==> src/rtl/mixgen_pkg.sv <==
package mixgen_pkg;
  localparam int W = 5;
  localparam int TAP_HI = 4;
  localparam int TAP_LO = 1;
  typedef logic [W-1:0] word_t;

  function automatic word_t lock_state(input bit use_xnor);
    return use_xnor ? {W{1'b1}} : {W{1'b0}};
  endfunction

  function automatic logic fb_bit(input word_t q, input bit use_xnor);
    logic x;
    x = q[TAP_HI] ^ q[TAP_LO];
    return use_xnor ? ~x : x;
  endfunction

  function automatic word_t step_state(input word_t q, input bit use_xnor);
    return {q[W-2:0], fb_bit(q, use_xnor)};
  endfunction

  function automatic word_t clean_seed(input word_t s, input bit use_xnor, input word_t safe);
    return (s == lock_state(use_xnor)) ? safe : s;
  endfunction
endpackage

==> src/rtl/mix_lfsr_core.sv <==
module mix_lfsr_core
  import mixgen_pkg::*;
#(
  parameter bit    USE_XNOR  = 1'b1,
  parameter word_t SAFE_SEED = 5'b10101
) (
  input  logic  clk,
  input  logic  rst,
  input  word_t seed,
  output word_t q,
  output word_t q_nxt
);
  localparam word_t LOCK = lock_state(USE_XNOR);

  word_t seed_ok;
  logic  seed_swapped;

  assign seed_ok      = clean_seed(seed, USE_XNOR, SAFE_SEED);
  assign seed_swapped = (seed == LOCK);
  assign q_nxt        = rst ? seed_ok : step_state(q, USE_XNOR);

  always_ff @(posedge clk) begin
    q <= q_nxt;
  end

  // load under reset, with lockup substitution
  a_r1_seed_load: assert property (@(posedge clk) (rst && !seed_swapped) |=> q == $past(seed));
  a_r2_lock_swap: assert property (@(posedge clk) (rst && seed_swapped) |=> q == SAFE_SEED);
  // shift toward MSB, feedback at bit 0
  a_r3_shift: assert property (@(posedge clk) disable iff (rst)
    1'b1 |=> q[W-1:1] == $past(q[W-2:0]));
  a_r3_feedback: assert property (@(posedge clk) disable iff (rst)
    1'b1 |=> q[0] == ($past(q[4]) ^ $past(q[1]) ^ USE_XNOR));
  // never in the lockup state once running
  a_r4_no_lockup: assert property (@(posedge clk) disable iff (rst) 1'b1 |=> q != LOCK);
endmodule

==> src/rtl/mix_up_counter.sv <==
module mix_up_counter
  import mixgen_pkg::*;
(
  input  logic  clk,
  input  logic  rst,
  output word_t cnt,
  output word_t cnt_nxt
);
  logic wrap_evt;

  assign cnt_nxt  = rst ? '0 : word_t'(cnt + 1'b1);
  assign wrap_evt = !rst && (cnt == {W{1'b1}});

  always_ff @(posedge clk) begin
    cnt <= cnt_nxt;
  end

  // counter clears on reset
  a_r1_cnt_clear: assert property (@(posedge clk) rst |=> cnt == '0);
  // increment by one, wrap to zero
  a_r5_count: assert property (@(posedge clk) disable iff (rst)
    !wrap_evt |=> cnt == word_t'($past(cnt) + 5'd1));
  a_r5_wrap: assert property (@(posedge clk) disable iff (rst) wrap_evt |=> cnt == '0);
endmodule

==> src/rtl/mix_combiner.sv <==
module mix_combiner
  import mixgen_pkg::*;
(
  input  logic  clk,
  input  logic  rst,
  input  word_t lfsr_nxt,
  input  word_t cnt_nxt,
  input  word_t lfsr_q,
  input  word_t cnt_q,
  output word_t mix
);
  always_ff @(posedge clk) begin
    mix <= lfsr_nxt ^ cnt_nxt;
  end

  // registered word matches the two registered sources after each edge
  a_r6_mix_match: assert property (@(posedge clk) disable iff (rst)
    1'b1 |=> (mix ^ cnt_q) == lfsr_q);
  // word after reset equals loaded seed (counter is zero)
  a_r1_mix_seed: assert property (@(posedge clk) rst |=> mix == lfsr_q);
endmodule

==> src/rtl/lfsr_ctr_mixer.sv <==
module lfsr_ctr_mixer
  import mixgen_pkg::*;
#(
  parameter bit         USE_XNOR  = 1'b1,
  parameter logic [4:0] SAFE_SEED = 5'b10101
) (
  input  logic       clk,
  input  logic       rst,
  input  logic [4:0] seed_i,
  output logic [4:0] mix_o,
  output logic [4:0] lfsr_o,
  output logic [4:0] cnt_o
);
  word_t lfsr_q, lfsr_nxt, cnt_q, cnt_nxt, mix_q;

  mix_lfsr_core #(.USE_XNOR(USE_XNOR), .SAFE_SEED(SAFE_SEED)) u_core (
    .clk(clk), .rst(rst), .seed(seed_i), .q(lfsr_q), .q_nxt(lfsr_nxt));

  mix_up_counter u_cnt (
    .clk(clk), .rst(rst), .cnt(cnt_q), .cnt_nxt(cnt_nxt));

  mix_combiner u_comb (
    .clk(clk), .rst(rst), .lfsr_nxt(lfsr_nxt), .cnt_nxt(cnt_nxt),
    .lfsr_q(lfsr_q), .cnt_q(cnt_q), .mix(mix_q));

  assign mix_o  = mix_q;
  assign lfsr_o = lfsr_q;
  assign cnt_o  = cnt_q;
endmodule

==> config.mk <==
export PLATFORM = sky130hd
export DESIGN_NAME = lfsr_ctr_mixer
export DESIGN_NICKNAME = d
export VERILOG_FILES = /design/src/rtl/mixgen_pkg.sv /design/src/rtl/mix_lfsr_core.sv /design/src/rtl/mix_up_counter.sv /design/src/rtl/mix_combiner.sv /design/src/rtl/lfsr_ctr_mixer.sv
export SDC_FILE = /design/constraint.sdc
export NUM_CORES = 1
export LEC_CHECK = 0
export BUFFER_PORTS_ARGS = -buffer_cell sky130_fd_sc_hd__buf_2
export CORE_AREA = 5 5 44 46
export DETAILED_ROUTE_END_ITERATION = 8
export DIE_AREA = 0 0 49 51
export GPL_ROUTABILITY_DRIVEN = 1
export MAX_ROUTING_LAYER = met4
export PLACE_DENSITY = 0.78
export SLEW_MARGIN = 10
export SYNTH_ARGS = -nofsm -noshare
export SYNTH_HDL_FRONTEND = slang
export SYNTH_SLANG_ARGS = --single-unit
export TNS_END_PERCENT = 20
==> constraint.sdc <==
create_clock -name clk -period 1.1 [get_ports clk]
set_input_delay 0.055 -clock clk [delete_from_list [all_inputs] [get_ports clk]]
set_output_delay 0.055 -clock clk [all_outputs]
set_load 0.02 [all_outputs]
**Word-level counts from Yosys, hierarchy flattened**

Index checks and enable logic that the tools add are counted.
W data, S select, Z words.

- Bits in registers: 15
- Latch bits: 0
- Memory bits (writable): 0
- Memory bits (read-only): 0
- Word-level logic and storage cells: 11
- Memories: 0

- $add $sub $neg: 1
- Multipliers: 0
- Divide/modulo/power cells: 0
- Magnitude comparators: 0
- Eq/ne operators: 1
- Shift operators: 0
- Multiplexer cells: 3
- Bitwise operators: 3
- Reduce and logical (&&, ||, !) cells: 0

Operators with widths:

| operator | number |
|---|---|
| $mux W5 | 3 |
| $add A5 B1 Y5 const B | 1 |
| $eq A5 B5 Y1 const B | 1 |
| $xor A5 B5 Y5 | 1 |
| $not A1 Y1 | 1 |
| $xor A1 B1 Y1 | 1 |

**Longest topological paths before layout**

- Depth in word-level cells: 4
- Depth in mapped cells: 4
- Gate-level depth less buffers: 4

**Cells and area by module**

From an unflattened synthesis, not the netlist that was laid out.

- Cells, all modules: 44
- Area total of the unflattened synthesis: 546.8 µm²

By module, submodules not included:

| module | times used | cells each | area an instance (µm²) |
|---|---|---|---|
| mix_lfsr_core | 1 | 16 | 207.7 |
| mix_up_counter | 1 | 18 | 195.2 |
| mix_combiner | 1 | 10 | 143.9 |

**Least setup slack after synthesis**

Ideal clock, no wire load.

- Kind: reg-to-reg
- Start point: register u_cnt.cnt[0]
- End point: register u_comb.mix[4]
- Setup time: 117 ps
- Arrival time: 1205 ps
- Slack: -222 ps
- Cell stages (with the launch flop): 5
- Path buffers: 0
- Clock period less this slack: 1322 ps
- Cells stage by stage: dfxtp_1 ha_1 nand3_1 mux2_2 xor2_1

- Longest elaborated chain between the ends: 3

RTL lines:

| item | line | text |
|---|---|---|
| from (decl) | mix_up_counter.sv:6 | `output word_t cnt,` |
| from (signal assigned) | mix_up_counter.sv:15 | `cnt <= cnt_nxt;` |
| $add A5 B1 Y5 | mix_up_counter.sv:11 | `assign cnt_nxt = rst ? '0 : word_t'(cnt + 1'b1);` |
| $mux W5 | mix_up_counter.sv:11 |  |
| net cnt_nxt[4] | lfsr_ctr_mixer.sv:14 | `word_t lfsr_q, lfsr_nxt, cnt_q, cnt_nxt, mix_q;` |
| $xor A5 B5 Y5 | mix_combiner.sv:13 | `mix <= lfsr_nxt ^ cnt_nxt;` |
| to (signal assigned) | mix_combiner.sv:13 |  |
| to (decl) | mix_combiner.sv:10 | `output word_t mix` |

The timed path passes the listed nets, and every way through them passes these cells.

**Final worst setup path**

- Start point: register u_cnt.cnt[1]
- End point: register u_comb.mix[4]

Same word-level chain as after synthesis.

==> Flow_metrics.wiki <==
{| class="wikitable"
! Metric !! Value
|-
| Result of the run || complete, but fails checks
|-
| Violations in the final reports || negative setup slack
|-
| Pin count of the biggest net entering global routing || 12
|-
| Total number of H-tree levels || 1
|-
| Wire length of the first global-routing pass || 1900 um
|-
| Internal portion of total power || 0.858 mW
|-
| List of cells traversed by the critical path || ha_4 > nand3_4 > mux2_4 > xor2_1
|-
| Clock buffers created by TritonCTS || 3
|-
| Clock network latency to the later pin of the worst-skew pair || 0.27 ns
|-
| Routability Congestion || 0.725
|-
| GRT Overall Usage || 9.99%
|-
| CTS sink count || 15
|-
| CP Class || reg2reg
|-
| Antenna violations before repair || 0
|-
| Max frequency || 880 MHz
|-
| Critical-path maximum fanout || 3
|-
| Post-detailed-route count of antenna-violating nets || 0
|-
| Simple logic cell fraction of the synthesized area || 13.9%
|-
| Sequential Power Share || 52.6%
|-
| Switching portion of total power || 29.5%
|-
| Vias in the first global route || 441
|-
| Share of cell area taken by muxes after synthesis || 11.1%
|-
| Via count normalized by instance count || 4.69
|-
| Clock Skews || 0.00766 ns
|-
| CP Data Required Time || 1.28 ns
|-
| Cell area after synthesis || 542 um^2
|-
| Gr ovfl total || 0
|-
| Total power per unit cell area || 1630 nW/um^2
|-
| Total number of yosys warnings || 0
|-
| Leading cell type in the layout, fill and taps excluded || sky130_fd_sc_hd__buf_2
|-
| Leading post-synthesis cells by cell area || sky130_fd_sc_hd__dfxtp_1, sky130_fd_sc_hd__mux2_2, sky130_fd_sc_hd__xnor2_1
|-
| Combinational family with the most area after synthesis || simple AND/OR/NAND/NOR gates
|-
| Final Critical Period || 1.14 ns
|-
| Number of filler instances in the final layout || 149
|-
| Clock power share || 24.9%
|-
| Final WS setup || -0.0367 ns
|-
| Std cell rows || 14
|-
| CTS clk-pin slew, worst paths || 0.09 ns
|-
| Detail-routed net length per standard cell || 12.4 um
|-
| Number of distinct standard cells referenced by the synthesized netlist || 18
|-
| Hold Crit Class || in2reg
|-
| Ratio of cells with drive above 1 in the final layout || 55.4%
|-
| Initial cell density of the core || 36.8%
|-
| Number of storage elements in the synthesis netlist || 15
|-
| Leak pwr || 0.354 nW
|-
| Critical Path End Type || register
|-
| Critical Path AT || 1.31 ns
|-
| Buffer type at the clock tree root || sky130_fd_sc_hd__clkbuf_4
|-
| Maximum ir drop on the vdd rail || 798 uV
|-
| Logic gate share of total power || 22.5%
|-
| Area share of the largest cell type after synthesis || 55.4%
|-
| Floorplan die height || 51 um
|-
| Reported max-cap violation count || 0
|-
| Non-Filler Cell Area, Final || 744 um^2
|-
| Layout net count || 83
|-
| Cell Area, Placed || 708 um^2
|-
| Sequential cell area fraction in the yosys report || 55.4%
|-
| Commonest non-fill, non-tap cells in the layout || sky130_fd_sc_hd__buf_2, sky130_fd_sc_hd__dfxtp_1, sky130_fd_sc_hd__nor2_1
|-
| Final wirelength || 1120 um
|-
| Synth area leader || sky130_fd_sc_hd__dfxtp_1
|-
| Net switching power || 0.359 mW
|-
| Chip width || 49 um
|-
| Share of the cycle needed by the critical path after routing || 103%
|-
| Area occupied by multi-input gates || 255 um^2
|-
| Reg area || 310 um^2
|-
| Placed wire-length estimate || 928 um
|-
| XOR/XNOR Fraction of Synth Area || 9.70%
|-
| Startpoint class of the critical path || register
|-
| Critical-path cell with the highest stage delay || sky130_fd_sc_hd__dfxtp_4
|-
| Total count of hold-check failures in the final report || 0
|-
| Actual slew at the worst max-slew pin || 0.207 ns
|-
| Final setup fails || 2
|-
| Total inserted antenna cells || 0
|-
| Final count of pins violating max slew || 0
|-
| Post-synthesis average cell area || 11.5 um^2
|-
| Worst slew margin relative to its limit || 86.1%
|-
| DR vias || 422
|-
| Number of instances in the synthesized netlist || 47
|-
| Die Outline Area || 2500 um^2
|-
| Synth Area in Adders || 2.31%
|-
| Unrepaired setup endpoints after global routing || true
|-
| Longest Clk Path Bufs || 2
|-
| Worst hold slack after final layout || 0.0594 ns
|-
| Number of primary I/O pins || 22
|-
| Highest cell delay on the worst timing path || 0.36 ns
|-
| TritonCTS clock tree || yes
|-
| Mapped Nets || 55
|-
| Initial DRC count || 6
|-
| Core area || 1470 um^2
|-
| Total of buffers placed on input and output ports || 21
|-
| Layout area overhead || 37.4%
|-
| Length of the first detailed-routing pass in iterations || 4
|-
| Compound-Gate Fraction of Synth Area || 4.85%
|-
| Residual DRC || 0
|}
critical path: cells and delay by family, from the launching register on:
| kind | cells | cell delay (ns) |
|---|---|---|
| mux | 1 | 0.31 |
| fa+ha+maj | 1 | 0.16 |
| flops | 1 | 0.36 |
| simple gates | 1 | 0.08 |
| xor+xnor | 1 | 0.14 |
path summary, 6_finish.rpt:
kind	startpoint	endpoint	slack, ns	cells past startpoint
setup / recovery	u_cnt.cnt[1]$_DFF_P_	u_comb.mix[4]$_DFF_P_	-0.04	4
hold / removal	seed_i[3]	u_core.q[3]$_DFF_P_	0.06	2
setup reg to reg	u_cnt.cnt[1]$_DFF_P_	u_comb.mix[4]$_DFF_P_	-0.04	4
hold reg to reg	u_core.q[0]$_DFF_P_	u_core.q[1]$_DFF_P_	0.50	2
power by group through the flow:
stage,logic (mW),registers [mW],clock network [mW]
floorplan,0.0964,0.728,0
global placement,0.271,0.647,0
detailed placement,0.275,0.652,0
CTS,0.277,0.640,0.318
global route,0.298,0.648,0.346
finish,0.274,0.641,0.303
registers in the layout (all words and copies together), names as in the netlist:
register,cells
u_cnt.cnt,5
u_comb.mix,5
u_core.q,5
timing repair:
item / 4_1_cts / 5_1_grt
resized for setup: 0 / 2
buffers inserted: 0 / 0
pin swaps: 2 / 1
hold buffers: 0 / 0
setup endpoints to repair: 2 / 3
hold endpoints to repair: 0 / 0
through the flow:
step	instances	power [mW]	utilization, %	TNS (ns)	setup WS, ns
3_3_place_gp	86	0.918	48.1	-0.0293	-0.0293
6_report	90	1.22	50.6	-0.0457	-0.0367
3_5_place_dp	86	0.927	48.1	-0.0539	-0.0539
5_1_grt	90	1.29	50.6	-0.116	-0.0607
4_1_cts	90	1.23	50.0	-0.0434	-0.0359
2_1_floorplan	47	0.825	-	-0.0889	-0.0721
cells by family after synthesis:
family	after synthesis
AO/OA/AOI/OAI	4
XOR/XNOR	6
adder cells (fa/ha/maj)	1
buffers and inverters	2
flip-flops	15
multiplexers	5
AND/OR/NAND/NOR	14
synthesized netlist by cell type:
master / count
sky130_fd_sc_hd__a31o_2: 1
sky130_fd_sc_hd__and2b_1: 1
sky130_fd_sc_hd__and2b_2: 1
sky130_fd_sc_hd__buf_6: 1
sky130_fd_sc_hd__dfxtp_1: 15
sky130_fd_sc_hd__ha_1: 1
sky130_fd_sc_hd__inv_1: 1
sky130_fd_sc_hd__mux2_2: 4
sky130_fd_sc_hd__mux2_4: 1
sky130_fd_sc_hd__nand2_1: 1
sky130_fd_sc_hd__nand3_1: 3
sky130_fd_sc_hd__nand4_1: 2
sky130_fd_sc_hd__nor2_1: 4
sky130_fd_sc_hd__nor2b_1: 2
sky130_fd_sc_hd__o21a_1: 1
sky130_fd_sc_hd__o21ai_0: 2
sky130_fd_sc_hd__xnor2_1: 3
sky130_fd_sc_hd__xor2_1: 3
layout make-up:
type / count / share of cell area [%]
flip-flops and latches: 15 / 41.7
multi-input cells: 30 / 34.3
repair buffers: 24 / 17.1
clock buffers: 3 / 3.03
well taps: 16 / 2.69
clock inverters: 1 / 0.672
inverters: 1 / 0.504
routing by layer:
metal / GRT usage (%) / part of all wire, %
met1: 11.2 / 41
met3: 3.20 / 7.5
met2: 17.2 / 51
met5: - / 0
met4: 2.69 / 0.81
Note: power is estimated with default switching activity, not from simulation.
